### config.mk
export PLATFORM = sky130hd
export DESIGN_NAME = sfic_irq_ctrl
export DESIGN_NICKNAME = d
export VERILOG_FILES = /design/src/rtl/sfic_pkg.sv /design/src/rtl/sfic_cond.sv /design/src/rtl/sfic_frame_chk.sv /design/src/rtl/sfic_sticky.sv /design/src/rtl/sfic_irq_group.sv /design/src/rtl/sfic_irq_ctrl.sv
export SDC_FILE = /design/constraint.sdc
export NUM_CORES = 1
export LEC_CHECK = 0
export BUFFER_PORTS_ARGS = -buffer_cell sky130_fd_sc_hd__buf_2
export CORE_ASPECT_RATIO = 1.2
export CORE_MARGIN = 2
export CORE_UTILIZATION = 40
export CTS_CLUSTER_SIZE = 24
export DETAILED_ROUTE_END_ITERATION = 6
export PLACE_DENSITY_LB_ADDON = 0.3
export SYNTH_ARGS = -nofsm -noshare
export SYNTH_HDL_FRONTEND = slang
export SYNTH_HIERARCHICAL = 1
export SYNTH_SLANG_ARGS = --single-unit
### constraint.sdc
create_clock -name clk -period 1.7 [get_ports clk]
set_clock_uncertainty 0.05 [all_clocks]
set_input_delay 0.085 -clock clk [delete_from_list [all_inputs] [get_ports clk]]
set_output_delay 0.085 -clock clk [all_outputs]
set_load 0.05 [all_outputs]
### src/rtl/sfic_pkg.sv
package sfic_pkg;
  localparam int NSRC    = 11;
  localparam int NSTICKY = 5;
  localparam int NLEVEL  = 6;

  // status bit positions
  localparam int B_TXREQ = 0;
  localparam int B_RXREQ = 1;
  localparam int B_TXCTL = 2;
  localparam int B_RXCTL = 3;
  localparam int B_TXEMP = 4;
  localparam int B_RXFUL = 5;
  localparam int B_TXUDR = 6;
  localparam int B_TXOVR = 7;
  localparam int B_RXOVR = 8;
  localparam int B_RXUDR = 9;
  localparam int B_FSERR = 10;

  function automatic logic at_or_below(input logic [31:0] cnt, input logic [31:0] lim);
    return cnt <= lim;
  endfunction

  function automatic logic at_or_above(input logic [31:0] cnt, input logic [31:0] lim);
    return cnt >= lim;
  endfunction
endpackage

### src/rtl/sfic_cond.sv
module sfic_cond #(
  parameter int TX_DEPTH = 16,
  parameter int RX_DEPTH = 16,
  localparam int TCW = $clog2(TX_DEPTH + 1),
  localparam int RCW = $clog2(RX_DEPTH + 1)
) (
  input  logic [TCW-1:0] tx_count,
  input  logic [RCW-1:0] rx_count,
  input  logic [TCW-1:0] tx_thresh,
  input  logic [RCW-1:0] rx_thresh,
  input  logic           tx_push,
  input  logic           rx_push,
  input  logic           rx_pop,
  input  logic           tx_slot,
  input  logic           tx_ctl_ready,
  input  logic           rx_ctl_valid,
  output logic [5:0]     lvl,
  output logic [3:0]     evt
);
  import sfic_pkg::*;

  logic tx_empty, tx_full, rx_empty, rx_full;

  assign tx_empty = (tx_count == '0);
  assign tx_full  = (32'(tx_count) == TX_DEPTH);
  assign rx_empty = (rx_count == '0);
  assign rx_full  = (32'(rx_count) == RX_DEPTH);

  always_comb begin
    lvl        = '0;
    lvl[B_TXREQ] = at_or_below(32'(tx_count), 32'(tx_thresh));
    lvl[B_RXREQ] = at_or_above(32'(rx_count), 32'(rx_thresh));
    lvl[B_TXCTL] = tx_ctl_ready;
    lvl[B_RXCTL] = rx_ctl_valid;
    lvl[B_TXEMP] = tx_empty;
    lvl[B_RXFUL] = rx_full;
  end

  // events map to sticky bits 6..9 in order
  assign evt[0] = tx_slot & tx_empty;
  assign evt[1] = tx_push & tx_full;
  assign evt[2] = rx_push & rx_full;
  assign evt[3] = rx_pop  & rx_empty;
endmodule

### src/rtl/sfic_frame_chk.sv
module sfic_frame_chk #(
  parameter int FW = 4
) (
  input  logic          clk,
  input  logic          rst_n,
  input  logic          slave_mode,
  input  logic          sclk_tick,
  input  logic          sync_in,
  input  logic [FW-1:0] frame_len,
  output logic          early_evt,
  output logic          sync_ok
);
  logic [FW-1:0] bit_cnt;
  logic          armed;
  logic          sync_seen;

  assign sync_seen = sclk_tick & sync_in;
  assign early_evt = sync_seen & slave_mode & armed & (bit_cnt < frame_len);
  assign sync_ok   = sync_seen & ~early_evt;

  always_ff @(posedge clk or negedge rst_n) begin
    if (!rst_n) begin
      bit_cnt <= '0;
      armed   <= 1'b0;
    end else if (sync_ok) begin
      bit_cnt <= FW'(1);
      armed   <= 1'b1;
    end else if (sclk_tick && (bit_cnt != '1)) begin
      bit_cnt <= bit_cnt + FW'(1);
    end
  end
endmodule

### src/rtl/sfic_sticky.sv
module sfic_sticky #(
  parameter int N = 5
) (
  input  logic         clk,
  input  logic         rst_n,
  input  logic [N-1:0] set_vec,
  input  logic [N-1:0] clr_vec,
  output logic [N-1:0] flags
);
  for (genvar i = 0; i < N; i++) begin : g_flag
    always_ff @(posedge clk or negedge rst_n) begin
      if (!rst_n)          flags[i] <= 1'b0;
      else if (set_vec[i]) flags[i] <= 1'b1;
      else if (clr_vec[i]) flags[i] <= 1'b0;
    end
  end
endmodule

### src/rtl/sfic_irq_group.sv
module sfic_irq_group #(
  parameter int NS = 11
) (
  input  logic          clk,
  input  logic          rst_n,
  input  logic [NS-1:0] status,
  input  logic [NS-1:0] enable,
  output logic          irq_tx,
  output logic          irq_rx,
  output logic          irq_cc,
  output logic          irq_err
);
  logic [NS-1:0] armed;
  assign armed = status & enable;

  always_ff @(posedge clk or negedge rst_n) begin
    if (!rst_n) begin
      irq_tx  <= 1'b0;
      irq_rx  <= 1'b0;
      irq_cc  <= 1'b0;
      irq_err <= 1'b0;
    end else begin
      irq_tx  <= armed[0];
      irq_rx  <= armed[1];
      irq_cc  <= |armed[3:2];
      irq_err <= |armed[NS-1:4];
    end
  end
endmodule

### src/rtl/sfic_irq_ctrl.sv
module sfic_irq_ctrl #(
  parameter int TX_DEPTH = 16,
  parameter int RX_DEPTH = 16,
  parameter int FW       = 4,
  localparam int TCW = $clog2(TX_DEPTH + 1),
  localparam int RCW = $clog2(RX_DEPTH + 1),
  localparam int NS  = sfic_pkg::NSRC
) (
  input  logic           clk,
  input  logic           rst_n,
  input  logic [TCW-1:0] tx_count,
  input  logic [RCW-1:0] rx_count,
  input  logic [TCW-1:0] tx_thresh,
  input  logic [RCW-1:0] rx_thresh,
  input  logic           tx_push,
  input  logic           rx_push,
  input  logic           rx_pop,
  input  logic           tx_slot,
  input  logic           tx_ctl_ready,
  input  logic           rx_ctl_valid,
  input  logic           slave_mode,
  input  logic           sclk_tick,
  input  logic           sync_in,
  input  logic [FW-1:0]  frame_len,
  input  logic           reg_we,
  input  logic           reg_addr,
  input  logic [NS-1:0]  reg_wdata,
  output logic [NS-1:0]  reg_rdata,
  output logic           irq_tx,
  output logic           irq_rx,
  output logic           irq_cc,
  output logic           irq_err
);
  import sfic_pkg::*;

  logic [NLEVEL-1:0]  lvl;
  logic [3:0]         fifo_evt;
  logic               fs_err_evt;
  logic               sync_ok;
  logic [NSTICKY-1:0] set_vec;
  logic [NSTICKY-1:0] clr_vec;
  logic [NSTICKY-1:0] sticky;
  logic [NS-1:0]      status;
  logic [NS-1:0]      enable;
  logic               wr_status, wr_enable;

  sfic_cond #(.TX_DEPTH(TX_DEPTH), .RX_DEPTH(RX_DEPTH)) u_cond (
    .tx_count, .rx_count, .tx_thresh, .rx_thresh,
    .tx_push, .rx_push, .rx_pop, .tx_slot,
    .tx_ctl_ready, .rx_ctl_valid,
    .lvl(lvl), .evt(fifo_evt)
  );

  sfic_frame_chk #(.FW(FW)) u_frame (
    .clk, .rst_n, .slave_mode, .sclk_tick, .sync_in, .frame_len,
    .early_evt(fs_err_evt), .sync_ok(sync_ok)
  );

  assign wr_status = reg_we & ~reg_addr;
  assign wr_enable = reg_we &  reg_addr;
  assign set_vec   = {fs_err_evt, fifo_evt};
  assign clr_vec   = wr_status ? reg_wdata[NS-1:NLEVEL] : '0;

  sfic_sticky #(.N(NSTICKY)) u_sticky (
    .clk, .rst_n, .set_vec(set_vec), .clr_vec(clr_vec), .flags(sticky)
  );

  assign status = {sticky, lvl};

  always_ff @(posedge clk or negedge rst_n) begin
    if (!rst_n)         enable <= '0;
    else if (wr_enable) enable <= reg_wdata;
  end

  assign reg_rdata = reg_addr ? enable : status;

  sfic_irq_group #(.NS(NS)) u_irq (
    .clk, .rst_n, .status(status), .enable(enable),
    .irq_tx, .irq_rx, .irq_cc, .irq_err
  );
endmodule

## Word level (Yosys, flattened, before mapping)

Cells that the tools add are included.

| storage, ports and cells | value |
|---|---|
| bits in latches | 0 |
| memories kept | 0 |
| flip-flop bits (word level) | 25 |
| input port bits | 48 |
| memory bits (writable) | 0 |
| bits in read-only memories | 0 |
| output and inout bits | 15 |
| word-level logic and storage cells | 58 |

| cells by class | value |
|---|---|
| shift-type cells | 0 |
| $mul | 0 |
| multiplexer cells | 14 |
| divide/modulo/power cells | 0 |
| reduce and logical (&&, ||, !) cells | 11 |
| order comparisons | 3 |
| equal/unequal tests | 3 |
| add/subtract/negate cells | 1 |
| bitwise gates (word level) | 14 |

Operators by type and width:

| operator | count |
|---|---|
| 2-bit nonzero test | 6 |
| 1-bit AND | 11 |
| 11-bit AND | 1 |
| 11-bit two-way mux | 1 |
| 5-bit == test, second input constant | 2 |
| 5-bit zero test | 2 |
| 1-bit two-way mux | 10 |
| 4-bit two-way mux | 2 |
| 7-bit OR reduction | 1 |
| 5-bit greater-or-equal comparator | 1 |
| 5-bit <= comparator | 1 |
| 5-bit two-way mux | 1 |
| 4-bit by 1-bit adder with 4-bit output, second input constant | 1 |
| 4-bit less-than comparator | 1 |
| 4-bit != test, second input constant | 1 |
| 1-bit inverter | 2 |
| 2-bit OR reduction | 1 |
| 1-bit logical AND | 1 |

## Longest topological paths before layout

| depth | value |
|---|---|
| depth in word-level cells | 7 |
| depth in mapped cells | 7 |
| gate-level depth less buffers | 7 |

## Hierarchy

The synthesis kept the hierarchy.

By module, submodules not included:

| module | sequential area each (um^2) | area each (um^2) | times used | cells each |
|---|---|---|---|---|
| sfic_irq_ctrl | 275.3 | 623.1 | 1 | 42 |
| sfic_frame_chk | 125.1 | 345.3 | 1 | 35 |
| sfic_cond | 0.0 | 325.3 | 1 | 46 |
| sfic_sticky | 125.1 | 181.4 | 1 | 15 |
| sfic_irq_group | 100.1 | 151.4 | 1 | 11 |

## Worst setup path before layout

OpenSTA, ideal clock, no wires.

| path | value |
|---|---|
| kind | register to register |
| from | reg u_frame.bit_cnt[3] |
| to | reg u_frame.bit_cnt[0] |
| cell stages (with the launch flop) | 5 |
| data required time | 1529 ps |
| buffers on the path | 0 |
| setup time | 121 ps |
| arrival time | 1339 ps |
| clock period less this slack | 1510 ps |
| setup slack | 190 ps |
| path through | dfrtp_1 -> ha_1 -> a211oi_1 -> a21oi_4 -> nand2b_1 |

| on the way | value |
|---|---|
| word-level cells in the longest chain between the ends | 5 |
| elaborated cells on any way between the ends | 8 |
| those cells by class | order compare (1); eq/ne (1); mux (1); bitwise (3); reduce/logical (2) |

RTL lines:

| item | line | RTL |
|---|---|---|
| start: declaration | sfic_frame_chk.sv:13 | `logic [FW-1:0] bit_cnt;` |
| start signal: assignment | sfic_frame_chk.sv:29 | `bit_cnt <= bit_cnt + FW'(1);` |
| 4-bit less-than comparator * | sfic_frame_chk.sv:18 | `assign early_evt = sync_seen & slave_mode & armed & (bit_cnt < frame_len);` |
| 1-bit AND * | sfic_frame_chk.sv:18 |  |
| 1-bit inverter * | sfic_frame_chk.sv:19 | `assign sync_ok = sync_seen & ~early_evt;` |
| 1-bit AND * | sfic_frame_chk.sv:19 |  |
| net sync_ok | sfic_irq_ctrl.sv:39 | `logic sync_ok;` |
| 4-bit two-way mux / 2-bit nonzero test (equally long branches) | - |  |

The timed path passes the listed nets; every way through them passes the cells marked *.
A chain may end at the register's enable or synchronous reset.

## Worst setup path in the final report

| path | value |
|---|---|
| from | reg u_frame.bit_cnt[1] |
| to | reg u_frame.bit_cnt[0] |

The elaborated chain is that of the path after synthesis.

==> flow_summary.toml <==
[logic_synthesis]
mappedNetlistArea_sq_um = 1630
synth_ff_type = "dfrtp_1"
synth-edff-count = 0
synth_nets = 211
ys_seq_area_share_pct = 38.5
synth.distinct_cells = 37
yosysWarnings = 6
synthCells = 149
async_flop_share_pct = 100
syn_area_per_cell_sq_um = 10.9
ys_ff_latch = 25

[power]
power_switching_w = 0.000708
ir_worst_vdd_uv = 308
switching_share_pct = 37.0
combPwrFrac_pct = 40.0
pwr-share-seq_pct = 42.5
p_int_w = 0.00120
powerDensity_nw_per_um2 = 919
clkPwrFrac_pct = 17.5
p_leak_nw = 1.14

[worst_setup_path]
critPathKind = "reg -> reg"
reg2reg_from = "u_frame/bit_cnt[1]"
critPathArrivalTime_ns = 1.68
timing.rr.end = "u_frame/bit_cnt[0]"
reg2reg_depth = 5
crit_path_max_fanout = 4
reg2reg_slack_ns = 0.12
cp_data_required_time_ns = 1.80
critPathLaunchType = "flip-flop"
crit_path_end_kind = "flip-flop"

[sta]
setup_tns_ns = 0
fmax_ghz = 0.632
grt_setup_unrepaired = "false"
fin_crit_ns = 1.58
fin_ws_ns = 0.117
worstMarginPinSlew_ns = 0.544
setup_violations = 0
hold_viol = 0
fin_crit_sh_pct = 93.1
slew_headroom_pct = 63.7
maxSlewViolCount = 0

[clock_tree]
cts_setup_buffers = 0
clockBufferDepth = 2
cts.sinks = 25
path_clk_slew_ns = 0.08
cts-buffers-inserted = 3
cts_root_buf = "clkbuf_8"
worstSkewPairLatency_ns = 0.26
tritoncts = "yes"
htree_levels = 1

[placement]
finalWeightedCongestion = 0.759
dp_cells = 260
dp_hpwl_um = 2600
numPortBuffers = 62
post-place-ws_ns = 0.0320

[die]
core.rowCount = 25
io_pins = 63
core_sq_um = 3910
die-area_sq_um = 4590
die_x_um = 62.2
initial_utilization_pct = 41.6
die-height_um = 73.9

[route]
viasPerCell = 4.74
drt_wl_total_um = 3220
drt_first_pass_iters = 4
drc = 0
dr.first_iter.drc_count = 22
ant_nets = 0
wl_per_cell_um = 11.9
vias = 1285

[global_route]
overflow = 0
grt_pass1_vias = 1293
grt_max_degree = 26
antenna_found_initial = 0
grt_usage_pct = 14.8
grt_pass1_wl_um = 5380

[finish]
area_growth_pct = 27.9
nets = 280
final_cell_mix = "buf_2 (61), dfrtp_1 (25), inv_1 (20)"
final_common_cell = "buf_2"
diodes = 0
drive_gt1_share_pct = 43.8
final_util_pct = 53.2
fin_cells = 271

[flow_run]
maxCapViolations = 0

[worst_hold_path]
hold_path_class = "in -> reg"
min_from = "tx_ctl_ready"
whs_path_depth = 2
min_to = "u_irq/irq_cc"

[status]
status = "finished, final reports clean"
[cell usage after synthesis, drive strengths merged, types with 2 or more instances]
cell,number,area (sq um)
a211oi,2,20.0
a21o,6,45.0
a21oi,6,41.3
a22oi,2,15.0
and2,9,56.3
buf,6,48.8
dfrtp,25,626
ha,14,175
inv,20,75.1
mux2,22,285
nand2,7,28.8
nand2b,3,18.8
nand3,5,25.0
nand4,2,12.5
nor2,4,17.5
nor3,2,15.0
[per-layer routing]
metal  part of all wire [%]  GRT usage (%)  wire (um)  vias up
met5                      0              0          0        -
met4                    1.2           6.67         40        0
met3                    4.6           2.14        148        2
met2                     52           28.6       1670       40
met1                     42           16.3       1360      597
li1                       -              -          -      646
[power by group through the flow]
stage / combinational [W] / sequential, W / clock [W]
2_1_floorplan: 0.000517 / 0.000862 / 0
3_3_place_gp: 0.000749 / 0.000818 / 0
3_5_place_dp: 0.000763 / 0.000822 / 0
4_1_cts: 0.000775 / 0.000813 / 0.000355
5_1_grt: 0.000831 / 0.000833 / 0.000380
6_report: 0.000765 / 0.000812 / 0.000335
[cell families (layout without fill, tap and decap cells)]
family,count (synthesis),after routing,synth area share (%)
adders and majority gates,14,14,10.8
DFF,25,25,38.5
AOI/OAI and AO/OA,22,22,10.8
and+or+nand+nor,39,39,14.2
xor gates and xnor gates,1,1,0.539
muxes,22,22,17.5
buffers and inverters,26,94,7.62
[through the flow]
step           total power, W  instance area, sq um  hold WS (ns)
3_3_place_gp          0.00157                  1960        0.0586
5_1_grt               0.00204                  2080       0.00974
4_1_cts               0.00194                  2080       0.00396
6_report              0.00191                  2080        0.0141
3_5_place_dp          0.00158                  1960        0.0583
2_1_floorplan         0.00138                  1630        -0.261
[repair_timing]
action | CTS | global route
setup endpoints to repair | 0 | 1
gates resized for setup | 0 | 1
hold endpoints to repair | 31 | 0
hold buffers | 7 | 0
[final cells by class]
type	count	area, sq um
Timing Repair Buffer	70	390
Inverter	20	75.1
Tap cell	54	67.6
Sequential cell	25	626
Multi-Input combinational cell	98	877
Clock buffer	4	45.0
Fill cell	351	1830
[worst max path at each step]
stage | depth (start not counted) | from | end | slack, ns
6_report | 5 | u_frame/bit_cnt[1] | u_frame/bit_cnt[0] | 0.12
5_1_grt | 7 | tx_count[3] | reg_rdata[0] | 0.02
4_1_cts | 7 | tx_count[3] | reg_rdata[0] | 0.03
3_5_place_dp | 7 | tx_count[3] | reg_rdata[0] | 0.03
3_3_place_gp | 7 | tx_count[3] | reg_rdata[0] | 0.06
2_1_floorplan | 4 | u_frame/bit_cnt[3] | u_frame/bit_cnt[0] | 0.19
[flip-flops by register name (all words and copies together) (netlist names)]
| name | count |
|---|---|
| u_irq/irq_cc | 1 |
| u_irq/irq_tx | 1 |
| u_sticky/flags | 5 |
| u_frame/armed | 1 |
| enable | 11 |
| u_irq/irq_err | 1 |
| u_frame/bit_cnt | 4 |
| u_irq/irq_rx | 1 |
[critical path, cell delays in order, from the launching register on]
cell       delay, ns
dfrtp_1         0.42
ha_1            0.21
or3b_1          0.39
o2111ai_2       0.13
a21oi_4         0.11
nand2b_1        0.16
No activity file was read; power rests on OpenSTA's default activity.
